<file path="config.mk">
export PLATFORM = sky130hd
export DESIGN_NAME = csa_adder
export DESIGN_NICKNAME = d
export VERILOG_FILES = /design/src/rtl/csa_pkg.sv /design/src/rtl/shared_bit_cell.sv /design/src/rtl/csa_group.sv /design/src/rtl/csa_datapath.sv /design/src/rtl/csa_select.sv /design/src/rtl/csa_adder.sv
export SDC_FILE = /design/constraint.sdc
export NUM_CORES = 1
export LEC_CHECK = 0
export BUFFER_PORTS_ARGS = -buffer_cell sky130_fd_sc_hd__buf_2
export CAP_MARGIN = 20
export CORE_UTILIZATION = 50
export DETAILED_ROUTE_END_ITERATION = 10
export PLACE_DENSITY_LB_ADDON = 0.25
export SLEW_MARGIN = 20
export SYNTH_ARGS = -nofsm -noshare
export SYNTH_HDL_FRONTEND = slang
export SYNTH_SLANG_ARGS = --single-unit
</file>
<file path="constraint.sdc">
create_clock -name vclk -period 2.7
set_input_delay 0.135 -clock vclk [all_inputs]
set_output_delay 0.135 -clock vclk [all_outputs]
set_load 0.05 [all_outputs]
</file>
<file path="src/rtl/csa_pkg.sv">
package csa_pkg;

  // Nominal width of group idx: the first two share the base size,
  // each later one grows by a bit.
  function automatic int nominalWidth(input int first, input int idx);
    return (idx == 0) ? first : first + idx - 1;
  endfunction

  function automatic int groupCount(input int width, input int first);
    int acc;
    int n;
    acc = 0;
    n = 0;
    while (acc < width) begin
      acc += nominalWidth(first, n);
      n++;
    end
    return n;
  endfunction

  function automatic int groupBase(input int width, input int first, input int idx);
    int acc;
    acc = 0;
    for (int k = 0; k < idx; k++) acc += nominalWidth(first, k);
    return (acc > width) ? width : acc;
  endfunction

  function automatic int groupWidth(input int width, input int first, input int idx);
    int base;
    int nom;
    base = groupBase(width, first, idx);
    nom = nominalWidth(first, idx);
    return (base + nom > width) ? width - base : nom;
  endfunction

endpackage

</file>
<file path="src/rtl/shared_bit_cell.sv">
module shared_bit_cell (
  input  logic a,
  input  logic b,
  output logic sumC0,
  output logic carryC0,
  output logic sumC1,
  output logic carryC1
);
  // Terms for carry-in 0; carry-in 1 terms reuse them.
  assign sumC0   = a ^ b;
  assign carryC0 = a & b;
  assign sumC1   = ~sumC0;
  assign carryC1 = a | b;
endmodule

</file>
<file path="src/rtl/csa_group.sv">
module csa_group #(
  parameter int GW = 4
) (
  input  logic [GW-1:0] a,
  input  logic [GW-1:0] b,
  output logic [GW-1:0] sumIf0,
  output logic [GW-1:0] sumIf1,
  output logic          coutIf0,
  output logic          coutIf1
);
  logic [GW-1:0] sC0, cC0, sC1, cC1;
  logic [1:0][GW-1:0] chainSum;
  logic [1:0] chainCout;

  for (genvar j = 0; j < GW; j++) begin : g_bit
    shared_bit_cell u_cell (
      .a(a[j]), .b(b[j]),
      .sumC0(sC0[j]), .carryC0(cC0[j]),
      .sumC1(sC1[j]), .carryC1(cC1[j])
    );
  end

  // Two ripple-select chains, one per assumed group carry-in.
  always_comb begin
    for (int k = 0; k < 2; k++) begin
      logic r;
      r = 1'(k);
      for (int j = 0; j < GW; j++) begin
        chainSum[k][j] = r ? sC1[j] : sC0[j];
        r = r ? cC1[j] : cC0[j];
      end
      chainCout[k] = r;
    end
  end

  assign sumIf0  = chainSum[0];
  assign sumIf1  = chainSum[1];
  assign coutIf0 = chainCout[0];
  assign coutIf1 = chainCout[1];
endmodule

</file>
<file path="src/rtl/csa_datapath.sv">
module csa_datapath #(
  parameter int WIDTH       = 16,
  parameter int FIRST_GROUP = 2,
  localparam int NUM_GROUPS = csa_pkg::groupCount(WIDTH, FIRST_GROUP)
) (
  input  logic [WIDTH-1:0]      opA,
  input  logic [WIDTH-1:0]      opB,
  input  logic [NUM_GROUPS-1:0] grpCin,
  output logic [NUM_GROUPS-1:0] grpCout0,
  output logic [NUM_GROUPS-1:0] grpCout1,
  output logic [WIDTH-1:0]      sum
);
  for (genvar g = 0; g < NUM_GROUPS; g++) begin : g_grp
    localparam int BASE = csa_pkg::groupBase(WIDTH, FIRST_GROUP, g);
    localparam int GW   = csa_pkg::groupWidth(WIDTH, FIRST_GROUP, g);
    logic [GW-1:0] sumIf0, sumIf1;

    csa_group #(.GW(GW)) u_grp (
      .a(opA[BASE +: GW]), .b(opB[BASE +: GW]),
      .sumIf0(sumIf0), .sumIf1(sumIf1),
      .coutIf0(grpCout0[g]), .coutIf1(grpCout1[g])
    );

    assign sum[BASE +: GW] = grpCin[g] ? sumIf1 : sumIf0;
  end
endmodule

</file>
<file path="src/rtl/csa_select.sv">
module csa_select #(
  parameter int NUM_GROUPS = 5
) (
  input  logic                  carryIn,
  input  logic [NUM_GROUPS-1:0] grpCout0,
  input  logic [NUM_GROUPS-1:0] grpCout1,
  output logic [NUM_GROUPS-1:0] grpCin,
  output logic                  carryOut
);
  // One mux per group on the carry path.
  always_comb begin
    logic c;
    c = carryIn;
    for (int g = 0; g < NUM_GROUPS; g++) begin
      grpCin[g] = c;
      c = c ? grpCout1[g] : grpCout0[g];
    end
    carryOut = c;
  end
endmodule

</file>
<file path="src/rtl/csa_adder.sv">
module csa_adder #(
  parameter int WIDTH       = 16,
  parameter int FIRST_GROUP = 2
) (
  input  logic [WIDTH-1:0] opA,
  input  logic [WIDTH-1:0] opB,
  input  logic             carryIn,
  output logic [WIDTH-1:0] sum,
  output logic             carryOut
);
  localparam int NUM_GROUPS = csa_pkg::groupCount(WIDTH, FIRST_GROUP);

  logic [NUM_GROUPS-1:0] grpCin, grpCout0, grpCout1;

  csa_datapath #(.WIDTH(WIDTH), .FIRST_GROUP(FIRST_GROUP)) u_dp (
    .opA(opA), .opB(opB), .grpCin(grpCin),
    .grpCout0(grpCout0), .grpCout1(grpCout1), .sum(sum)
  );

  csa_select #(.NUM_GROUPS(NUM_GROUPS)) u_sel (
    .carryIn(carryIn), .grpCout0(grpCout0), .grpCout1(grpCout1),
    .grpCin(grpCin), .carryOut(carryOut)
  );
endmodule

</file>
==> flow_summary_export.csv <==
group,metric,value,unit
run_status,status,"completed",
run,drv_cap,0,
synthesis,syn_nets,245,
cells_and_area,finalCoreUtilization,0.6879,
cells_and_area,drive_gt1_frac,0.3125,
floorplanning,rows,18,
cells_and_area,multi_input_area,1187,um2
route,via_per_inst,5.000,
pwr,leakagePower,0.9848,nW
synthesis,avgSynthCellArea,7.264,um2
route,routed_wl,2.529,mm
timing,worst_slew_pin_slew,0.3279,ns
global_route,grt_busiest_layer,"met2",
global_route,grt_usage,0.1889,
global_route,antenna_found_initial,0,
cells_and_area,fin_area,1704,um2
route,via_count,1350,
worst_setup_path,crit_fanout,5,
floorplanning,pin_count,50,
clock_tree,cts_resized,0,
timing,finalMaxSlewViolations,0,
cells_and_area,antenna_cells_inserted,0,
min_path,hold_path.startpoint,"carryIn",
cells_and_area,ff_latch_area,0,um2
synthesis,ys_warn_count,0,
min_path,min_to,"sum[0]",
global_route,grt_use_met1,0.2267,
timing,max_freq,0.3908,GHz
timing,final.min_clock_period,2.559,ns
floorplanning,die_area,2823,um2
min_path,whs_path_depth,3,
global_route,use_met3,0,
pwr,irDropWorstVdd,0.0003787,V
timing,final_hold_viol_count,0,
timing,setup_viol,0,
clock_tree,post_cts_buffers,0,
synthesis,ys_seq_area_frac,0,
synthesis,synthTopCellsByArea,"ha_1 (31%), inv_1 (11%), xnor2_1 (7.4%)",
synthesis,synthDistinctLibCells,38,
place,gp_congestion,0.8736,
route,ant_nets,0,
synthesis,yosysTopAreaCellShare,0.3062,
cells_and_area,area_delta_synth_final,30.33,%
synthesis,synth_commonest_cells,"inv_1 (38), ha_1 (32), nand2_1 (14)",
global_route,grt_pass1_wl,4.271,mm
timing,relSlewSlack,0.7791,
cells_and_area,nNetsFinal,307,
floorplanning,die_x,53.14,um
clock_tree,cts_hold_buffers,0,
floorplanning,initial_utilization,0.5278,
route,drt_iter0_markers,8,
worst_setup_path,startpoint_type,"input port",
place,numPortBuffers,50,
global_route,grt_util_met2,0.3882,
place,hpwlAfterDp,2.309,mm
timing,fin_crit_sh,0.9478,
route,drc,0,
route,routedWlPerCell,9.367,um
synthesis,post-synth-top-area-cell,"ha_1",
global_route,grt_max_degree,8,
timing,rsz0062_at_grt,"no",
synthesis,synthCells,180,
cells_and_area,fillers,259,
min_path,holdCritPathClass,"in2out",
pwr,power_density,379.5,nW/um2
route,first_pass_iters,4,
worst_setup_path,endpoint_kind,"output port",
worst_setup_path,arrival,2.42,ns
place,place_area,1689,um2
synthesis,yosysMostFrequentCell,"inv_1",
floorplanning,fp.dieH,53.14,um
cells_and_area,design.seq.count,0,
synthesis,synthesis.area,1308,um2
global_route,overflow,0,
worst_setup_path,critPathKind,"in2out",
floorplanning,coreArea,2477,um2
cells_and_area,n_clock_buffer,0,
global_route,grt_pass1_vias,1177,
worst_setup_path,critical_path_required,2.57,ns
timing,finalSetupTns,0,ns
per-layer routing:
metal	wire (um)	vias to the layer above
met3	60	0
met5	0	-
li1	-	721
met2	1323	23
met1	1145	606
met4	0	0
worst max-delay path by stage:
stage | endpoint | depth (start not counted) | start
floorplan | sum[15] | 10 | opA[2]
global placement | sum[12] | 13 | opA[1]
detailed placement | sum[12] | 13 | opA[2]
CTS | sum[12] | 13 | opA[2]
global route | carryOut | 13 | opA[1]
finish | carryOut | 13 | opA[2]
kinds of logic after synthesis:
group | share of synthesized area
adders and majority gates | 0.3062
buffers and inverters | 0.1091
xor gates and xnor gates | 0.1005
AOI/OAI and AO/OA | 0.1502
muxes | 0.09569
and+or+nand+nor | 0.2383
metrics by stage:
stage / cells / power [W] / worst slack [ns] / hold slack (ns)
final: 270 / 0.0006467 / 0.1410 / 0.6629
after global routing: 270 / 0.0006954 / 0.01242 / 0.6991
after CTS: 270 / 0.0006395 / 0.04246 / 0.6692
after detailed placement: 270 / 0.0006373 / 0.05716 / 0.6681
after global placement: 270 / 0.0006312 / 0.09138 / 0.6620
after floorplan: 180 / 0.0004848 / -0.1553 / 0.5419
critical path, cell delays in order:
cell      delay [ns]
buf_2           0.09
inv_1           0.04
ha_1            0.23
and3b_1         0.21
o211ai_2        0.14
nand2_2         0.09
nor2_4          0.16
mux2i_4         0.28
mux2i_4         0.30
mux2i_1         0.21
buf_4           0.14
mux2i_2         0.18
buf_4           0.22
final cells by class:
class / count / area share
well taps: 30 / 0.02203
inverters: 38 / 0.08370
repair buffers: 60 / 0.1975
multi-input cells: 142 / 0.6968
power breakdown:
part           total [W]  switching, W  internal, W
logic           0.000647      0.000419     0.000228
clock network          0             0            0
registers              0             0            0
placed cells by master, fill, tap and decap left out, types with 2 or more instances in the layout:
cell and n:
mux2i_4 2, xnor2_2 2, inv_1 38, xnor2_1 9, nand3_1 3, nor2_1 10
xor2_1 4, buf_4 11, a211o_2 2, nand2_2 2, nand4_1 3, nand2b_1 2
a21o_1 2, ha_1 32, o22ai_1 4, mux2i_1 6, nand2_1 14, mux2i_2 2
nand3b_1 2, a21oi_1 7, buf_2 47, nor2b_1 3, o21ai_0 8, nor3b_1 5
(Power assumes the default switching activity.)
